[config.mk]
export PLATFORM = sky130hd
export DESIGN_NAME = xcap_chain_walker
export DESIGN_NICKNAME = d
export VERILOG_FILES = /design/src/rtl/xcw_pkg.sv /design/src/rtl/xcw_hdr_decode.sv /design/src/rtl/xcw_ptr_check.sv /design/src/rtl/xcw_append_check.sv /design/src/rtl/xcw_hop_guard.sv /design/src/rtl/xcap_chain_walker.sv
export SDC_FILE = /design/constraint.sdc
export NUM_CORES = 1
export LEC_CHECK = 0
export ABC_AREA = 1
export BUFFER_PORTS_ARGS = -buffer_cell sky130_fd_sc_hd__buf_2
export CAP_MARGIN = 10
export CORE_MARGIN = 2
export CORE_UTILIZATION = 49
export DETAILED_ROUTE_END_ITERATION = 10
export PLACE_DENSITY = 0.72
export SLEW_MARGIN = 20
export SYNTH_ARGS = -nofsm -noshare
export SYNTH_HDL_FRONTEND = slang
export SYNTH_HIERARCHICAL = 1
export SYNTH_SLANG_ARGS = --single-unit
[constraint.sdc]
create_clock -name clk -period 6.94 [get_ports clk]
set_input_delay 0.694 -clock clk [delete_from_list [all_inputs] [get_ports clk]]
set_output_delay 0.694 -clock clk [all_outputs]
set_load 0.005 [all_outputs]
[src/rtl/xcw_pkg.sv]
package xcw_pkg;
  localparam int ID_W  = 16;
  localparam int VER_W = 4;
  localparam int PTR_W = 12;
  localparam int HDR_W = ID_W + VER_W + PTR_W;

  typedef struct packed {
    logic [PTR_W-1:0] nxt;
    logic [VER_W-1:0] ver;
    logic [ID_W-1:0]  id;
  } xcw_hdr_t;

  typedef enum logic [2:0] {
    S_IDLE, S_ISSUE, S_WAIT, S_DEC, S_PATCH, S_HEAD, S_FIN
  } xcw_state_e;
endpackage

[src/rtl/xcw_hdr_decode.sv]
module xcw_hdr_decode
  import xcw_pkg::*;
(
  input  xcw_hdr_t         hdr,
  input  logic [ID_W-1:0]  tgt,
  output logic             hit,
  output logic             is_zero,
  output logic [PTR_W-1:0] nxt
);
  always_comb begin
    hit     = (hdr.id == tgt);
    is_zero = (hdr == '0);
    nxt     = hdr.nxt;
  end
endmodule

[src/rtl/xcw_ptr_check.sv]
module xcw_ptr_check
  import xcw_pkg::*;
#(
  parameter int BASE_PTR = 256
) (
  input  logic [PTR_W-1:0] ptr,
  output logic             ok
);
  localparam int SPACE = 1 << PTR_W;
  localparam logic [PTR_W-1:0] LO = PTR_W'(BASE_PTR);
  localparam logic [PTR_W-1:0] HI = PTR_W'(SPACE - 8);

  always_comb begin
    ok = (ptr >= LO) && (ptr <= HI) && (ptr[1:0] == 2'b00);
  end
endmodule

[src/rtl/xcw_append_check.sv]
module xcw_append_check
  import xcw_pkg::*;
#(
  parameter int BASE_PTR      = 256,
  parameter int MIN_CAP_BYTES = 8
) (
  input  logic [PTR_W-1:0] ofs,
  input  logic [PTR_W:0]   size,
  output logic             legal,
  output logic             direct
);
  localparam int SPACE = 1 << PTR_W;
  localparam logic [PTR_W-1:0] LO     = PTR_W'(BASE_PTR);
  localparam logic [PTR_W:0]   MIN_SZ = (PTR_W+1)'(MIN_CAP_BYTES);
  localparam logic [PTR_W+1:0] TOP    = (PTR_W+2)'(SPACE);

  logic [PTR_W+1:0] span;

  always_comb begin
    span   = {2'b00, ofs} + {1'b0, size};
    legal  = (ofs >= LO) && (ofs[1:0] == 2'b00) && (size >= MIN_SZ) && (span <= TOP);
    direct = (ofs == LO);
  end
endmodule

[src/rtl/xcw_hop_guard.sv]
module xcw_hop_guard #(
  parameter int MAX_HOPS = 1024
) (
  input  logic clk,
  input  logic rst_n,
  input  logic clr,
  input  logic inc,
  output logic at_limit
);
  localparam int CW = $clog2(MAX_HOPS + 1);
  localparam logic [CW-1:0] LIM = CW'(MAX_HOPS);

  logic [CW-1:0] cnt_q, cnt_d;

  always_comb begin
    cnt_d = cnt_q;
    if (clr)                        cnt_d = '0;
    else if (inc && (cnt_q != LIM)) cnt_d = cnt_q + 1'b1;
    at_limit = (cnt_q == LIM);
  end

  always_ff @(posedge clk or negedge rst_n) begin
    if (!rst_n) cnt_q <= '0;
    else        cnt_q <= cnt_d;
  end

  // the walker never asks for a hop once the budget is spent
  p_no_hop_past_limit_r6: assert property (@(posedge clk) disable iff (!rst_n)
    inc |-> !at_limit);
endmodule

[src/rtl/xcap_chain_walker.sv]
module xcap_chain_walker
  import xcw_pkg::*;
#(
  parameter int BASE_PTR      = 256,
  parameter int MAX_HOPS      = 1024,
  parameter int MIN_CAP_BYTES = 8
) (
  input  logic              clk,
  input  logic              rst_n,
  input  logic              find_req,
  input  logic [ID_W-1:0]   find_id,
  input  logic              app_req,
  input  logic [ID_W-1:0]   app_id,
  input  logic [VER_W-1:0]  app_ver,
  input  logic [PTR_W-1:0]  app_ofs,
  input  logic [PTR_W:0]    app_size,
  output logic              busy,
  output logic              done,
  output logic              res_found,
  output logic              res_err,
  output logic [PTR_W-1:0]  res_pos,
  output logic [PTR_W-1:0]  res_prev,
  output logic              mem_en,
  output logic              mem_we,
  output logic [PTR_W-3:0]  mem_addr,
  output logic [HDR_W-1:0]  mem_wdata,
  input  logic [HDR_W-1:0]  mem_rdata
);
  localparam int AW    = PTR_W - 2;
  localparam int SPACE = 1 << PTR_W;
  localparam logic [PTR_W-1:0] BASE_V  = PTR_W'(BASE_PTR);
  localparam logic [AW-1:0]    ADDR_LO = AW'(BASE_PTR / 4);
  localparam logic [AW-1:0]    ADDR_HI = AW'((SPACE - 8) / 4);

  // reset: asynchronous assert, synchronous release
  logic rst_s1, rst_n_i;
  always_ff @(posedge clk or negedge rst_n) begin
    if (!rst_n) begin
      rst_s1  <= 1'b0;
      rst_n_i <= 1'b0;
    end else begin
      rst_s1  <= 1'b1;
      rst_n_i <= rst_s1;
    end
  end

  xcw_state_e       state_q, state_d;
  logic [PTR_W-1:0] cur_q, cur_d, prv_q, prv_d;
  logic             app_q, app_d;
  logic             cap_ld, hdr_ld, res_ld, hop_clr, hop_inc;
  logic [ID_W-1:0]  tgt_q, nid_q;
  logic [VER_W-1:0] nver_q;
  logic [PTR_W-1:0] nofs_q;
  xcw_hdr_t         hdr_q;
  logic             found_d, err_d;
  logic [PTR_W-1:0] pos_d, prev_d;

  logic             dec_hit, dec_zero, nxt_ok, hop_lim, app_legal, app_direct;
  logic [PTR_W-1:0] dec_nxt;

  xcw_hdr_decode u_dec (
    .hdr(hdr_q), .tgt(tgt_q), .hit(dec_hit), .is_zero(dec_zero), .nxt(dec_nxt)
  );

  xcw_ptr_check #(.BASE_PTR(BASE_PTR)) u_ptr (
    .ptr(dec_nxt), .ok(nxt_ok)
  );

  xcw_append_check #(.BASE_PTR(BASE_PTR), .MIN_CAP_BYTES(MIN_CAP_BYTES)) u_app (
    .ofs(app_ofs), .size(app_size), .legal(app_legal), .direct(app_direct)
  );

  xcw_hop_guard #(.MAX_HOPS(MAX_HOPS)) u_hop (
    .clk(clk), .rst_n(rst_n_i), .clr(hop_clr), .inc(hop_inc), .at_limit(hop_lim)
  );

  // next-state logic
  always_comb begin
    state_d   = state_q;
    cur_d     = cur_q;
    prv_d     = prv_q;
    app_d     = app_q;
    cap_ld    = 1'b0;
    hdr_ld    = 1'b0;
    hop_clr   = 1'b0;
    hop_inc   = 1'b0;
    res_ld    = 1'b0;
    found_d   = 1'b0;
    err_d     = 1'b0;
    pos_d     = '0;
    prev_d    = '0;
    mem_en    = 1'b0;
    mem_we    = 1'b0;
    mem_addr  = '0;
    mem_wdata = '0;

    unique case (state_q)
      S_IDLE: begin
        if (find_req) begin
          cap_ld  = 1'b1;
          app_d   = 1'b0;
          cur_d   = BASE_V;
          prv_d   = '0;
          hop_clr = 1'b1;
          state_d = S_ISSUE;
        end else if (app_req) begin
          cap_ld  = 1'b1;
          app_d   = 1'b1;
          cur_d   = BASE_V;
          prv_d   = '0;
          hop_clr = 1'b1;
          if (!app_legal) begin
            res_ld  = 1'b1;
            err_d   = 1'b1;
            state_d = S_FIN;
          end else if (app_direct) begin
            state_d = S_HEAD;
          end else begin
            state_d = S_ISSUE;
          end
        end
      end

      S_ISSUE: begin
        mem_en   = 1'b1;
        mem_addr = cur_q[PTR_W-1:2];
        state_d  = S_WAIT;
      end

      S_WAIT: begin
        hdr_ld  = 1'b1;
        state_d = S_DEC;
      end

      S_DEC: begin
        if (dec_zero && (prv_q == '0)) begin
          res_ld  = 1'b1;
          err_d   = app_q;
          state_d = S_FIN;
        end else if (!app_q && dec_hit) begin
          res_ld  = 1'b1;
          found_d = 1'b1;
          pos_d   = cur_q;
          prev_d  = prv_q;
          state_d = S_FIN;
        end else if (dec_nxt == '0) begin
          if (app_q) begin
            state_d = S_PATCH;
          end else begin
            res_ld  = 1'b1;
            prev_d  = cur_q;
            state_d = S_FIN;
          end
        end else if (!nxt_ok || hop_lim) begin
          res_ld  = 1'b1;
          err_d   = 1'b1;
          state_d = S_FIN;
        end else begin
          prv_d   = cur_q;
          cur_d   = dec_nxt;
          hop_inc = 1'b1;
          state_d = S_ISSUE;
        end
      end

      S_PATCH: begin
        mem_en    = 1'b1;
        mem_we    = 1'b1;
        mem_addr  = cur_q[PTR_W-1:2];
        mem_wdata = {nofs_q, hdr_q.ver, hdr_q.id};
        prv_d     = cur_q;
        state_d   = S_HEAD;
      end

      S_HEAD: begin
        mem_en    = 1'b1;
        mem_we    = 1'b1;
        mem_addr  = nofs_q[PTR_W-1:2];
        mem_wdata = {{PTR_W{1'b0}}, nver_q, nid_q};
        res_ld    = 1'b1;
        pos_d     = nofs_q;
        prev_d    = prv_q;
        state_d   = S_FIN;
      end

      S_FIN: state_d = S_IDLE;

      default: state_d = S_IDLE;
    endcase
  end

  // registers
  always_ff @(posedge clk or negedge rst_n_i) begin
    if (!rst_n_i) begin
      state_q <= S_IDLE;
      cur_q   <= '0;
      prv_q   <= '0;
      app_q   <= 1'b0;
    end else begin
      state_q <= state_d;
      cur_q   <= cur_d;
      prv_q   <= prv_d;
      app_q   <= app_d;
    end
  end

  always_ff @(posedge clk or negedge rst_n_i) begin
    if (!rst_n_i) begin
      tgt_q  <= '0;
      nid_q  <= '0;
      nver_q <= '0;
      nofs_q <= '0;
    end else if (cap_ld) begin
      tgt_q  <= find_id;
      nid_q  <= app_id;
      nver_q <= app_ver;
      nofs_q <= app_ofs;
    end
  end

  always_ff @(posedge clk or negedge rst_n_i) begin
    if (!rst_n_i)    hdr_q <= '0;
    else if (hdr_ld) hdr_q <= mem_rdata;
  end

  always_ff @(posedge clk or negedge rst_n_i) begin
    if (!rst_n_i) begin
      res_found <= 1'b0;
      res_err   <= 1'b0;
      res_pos   <= '0;
      res_prev  <= '0;
    end else if (res_ld) begin
      res_found <= found_d;
      res_err   <= err_d;
      res_pos   <= pos_d;
      res_prev  <= prev_d;
    end
  end

  always_comb begin
    busy = (state_q != S_IDLE);
    done = (state_q == S_FIN);
  end

  // completion is a single-cycle pulse
  p_done_pulse_r12: assert property (@(posedge clk) disable iff (!rst_n_i)
    done |=> !done);

  // no access ever leaves the legal header window
  p_mem_window_r5: assert property (@(posedge clk) disable iff (!rst_n_i)
    mem_en |-> ((mem_addr >= ADDR_LO) && (mem_addr <= ADDR_HI)));

  // an error result carries zeroed position fields
  p_err_zero_r5: assert property (@(posedge clk) disable iff (!rst_n_i)
    (done && res_err) |-> (!res_found && (res_pos == '0) && (res_prev == '0)));

  // a match always points inside the extended region
  p_found_pos_r3: assert property (@(posedge clk) disable iff (!rst_n_i)
    (done && res_found) |-> ((res_pos >= BASE_V) && !res_err));

  // an illegal append completes at once with an error
  p_illegal_quick_r10: assert property (@(posedge clk) disable iff (!rst_n_i)
    ((state_q == S_IDLE) && app_req && !find_req && !app_legal)
      |=> (done && res_err && !mem_en));
endmodule

==> reports/qor.csv <==
metric,value,unit
htree_num_levels,4,
ios,169,
p_per_area,406,nW/um^2
crit_family,simple AND/OR/NAND/NOR gates,
place_area,9250,sq um
worstSkewPairLatency,0.43,ns
timing.final.hold_violations,0,
startpoint_type,input port,
initial_core_util,0.504,
min_period,3.43,ns
clock_skew,0.0104,ns
yosysWarnings,6,
syn2layout_area_growth,18.1,%
routabilityCongestion,0.860,
synth_top_area_frac,0.437,
tritoncts,yes,
wl_per_cell,14.5,um
synth_cell_type_count,46,
layout_common_cells,"nand2_1 (472), buf_2 (168), dfrtp_1 (146)",
synth_area,8410,sq um
tightest_slew,0.969,ns
clock_path_buffers,2,
power,4030,uW
clk_pin_slew,0.06,ns
slowest_delay,0.65,ns
syn_area_per_cell,7.21,sq um
slew_violations,0,
die_h,135,um
seq_area_frac_synth,0.437,
rsz0062_at_grt,no,
num-fill-cells,1568,
hpwl,16.0,mm
grtUsageTotal,0.253,
dpl_worst_slack,3.11,ns
core_area,16700,sq um
post-cts-setup-buffers,0,
firstDrtPassIters,6,
critical_path_arrival,3.74,ns
cts.sinks,147,
setup_viol,0,
crit_type,input port to register,
num-nets-final,1414,
max_slew_margin,0.354,
io_buffers,168,
vias,7920,
die_area,18200,sq um
slowest_stage,nand2_1,
status,"finished, final reports clean",
dr.first_iter.drc_count,520,
design_area,9930,sq um
setup_tns,0,ns
leakagePower,0.00551,uW
layout_commonest_cell,nand2_1,
rows,47,
final_core_util,0.595,
holdBufCountCts,0,
period_share,0.494,
die_x,135,um
drive_above_1_share,0.186,
grt_pass1_vias,7533,
max_freq,291,MHz
drc,0,
syn_inst,1166,
synth_area_leaders,"dfrtp_1 (44%), nand2_1 (21%), inv_1 (5.2%)",
synth_nets,1278,
maxCapViolations,0,
cp_num_buf_inv,1,
grt_antenna_before_repair,1,
numCtsBuffers,17,
ant_nets,0,
cts_resized,0,
synth.largest_area_cell,dfrtp_1,
grt_overflow,0,
fin_ws,3.51,ns
vdd_drop_max,0.251,mV
drt-vias-per-instance,5.15,
worstPathRequired,7.25,ns
grt_first_pass_wirelength,37.0,mm
cts_root_buf,clkbuf_16,
cp-end-kind,register,
grt_start_max_net_pins,76,
min_path_type,input port to async pin,
worstPathCellList,buf_2 -> ha_1 -> fa_1 -> or2_4 -> nor2_2 -> nand2_1 -> nor2_2 -> nand2_1 -> nor2_1 -> nand2_1 -> nor2_2 -> nand2_1 -> a21oi_2 -> or2_2 -> nor2_1 -> nand2_1 -> o21ai_0 -> nor2_1 -> nand2_1,
routed_wl,22.3,mm
timing.critical_path.fanout_max,27,
cp_common_cell,nand2_1,
ys_ff_latch,147,
[cells by family after synthesis]
| family | after synthesis | share of synthesized area |
|---|---|---|
| simple gates | 715 | 0.357 |
| fa+ha+maj | 15 | 0.0232 |
| buf+inv | 176 | 0.0912 |
| xor+xnor | 13 | 0.0135 |
| flops | 147 | 0.437 |
| compound gates | 99 | 0.0768 |
| other cells | 1 | 0.000446 |
[state kept, by name, summed over array words and instances, names as in the netlist]
name	flops
tgt_q	16
nofs_q	12
app_q	1
res_pos	12
res_prev	12
hdr_q	32
res_err	1
res_found	1
nver_q	4
u_hop/cnt_q	11
state_q	3
cur_q	12
nid_q	16
rst_n_i	1
rst_s1	1
prv_q	12
[per-stage QoR]
stage / hold slack [ns] / cells
after floorplan: 0.331 / 1166
after global placement: 0.338 / 1503
after detailed placement: 0.341 / 1503
after CTS: 0.0297 / 1535
after global routing: 0.0292 / 1535
final: 0.0391 / 1537
[area by class of cell]
type,count,area (sq um),share of cell area
Antenna cell,2,5.00,0.000504
Tap cell,220,275,0.0277
Clock inverter,15,244,0.0246
Timing Repair Buffer,173,878,0.0884
Clock buffer,17,425,0.0428
Sequential cell,147,3680,0.371
Multi-Input combinational cell,843,3970,0.400
Inverter,120,450,0.0454
[final timing paths]
| path | to | depth (start not counted) | from | slack (ns) |
|---|---|---|---|---|
| worst max-delay path | res_err | 19 | app_ofs[0] | 3.51 |
| worst min-delay path | rst_n_i | 1 | rst_n | 0.04 |
| worst max register to register | u_hop/cnt_q[0] | 10 | state_q[1] | 3.99 |
| worst min register to register | rst_n_i | 0 | rst_s1 | 0.35 |
| max in group asynchronous | res_err | 1 | rst_n_i | 4.99 |
| min in group clk | rst_n_i | 0 | rst_s1 | 0.35 |
[worst register-to-register path: stages (launching register included)]
cell     delay, ns
dfrtp_1       0.45
nor2_1        0.22
inv_1         0.13
nor2_4        0.16
nand2_1       0.07
buf_4         0.26
inv_2         0.42
buf_4         0.46
inv_1         0.32
o21ai_1       0.24
o21ai_1       0.09
[routing by layer]
layer	global-route usage	wire, um	vias to the layer above
li1	-	-	3934
met1	0.359	10400	3607
met2	0.383	9710	340
met3	0.0604	1750	39
met4	0.0822	466	0
met5	0	0	-
[cells in the mapped netlist, drive strengths merged]
cell / number
o41ai: 1
a31oi: 2
dfrtp: 147
a21boi: 7
o21bai: 2
nand3b: 2
fa: 1
a31o: 1
conb: 1
o22ai: 18
a22o: 20
a21o: 1
a21oi: 22
nand4: 15
ha: 14
nor4: 4
nor2: 126
nand2: 477
or2: 6
clkinv: 2
xor2: 2
a211oi: 1
buf: 39
xnor2: 11
nand3: 62
nor3: 23
o21ai: 24
clkbuf: 17
inv: 118
[power breakdown]
group / total, uW / switching, uW / leakage [uW] / internal, uW
Combinational: 1520 / 988 / 0.00329 / 533
Clock: 1040 / 393 / 0.000324 / 650
Sequential: 1470 / 281 / 0.00190 / 1190
Power figures use the tool's default switching activity.
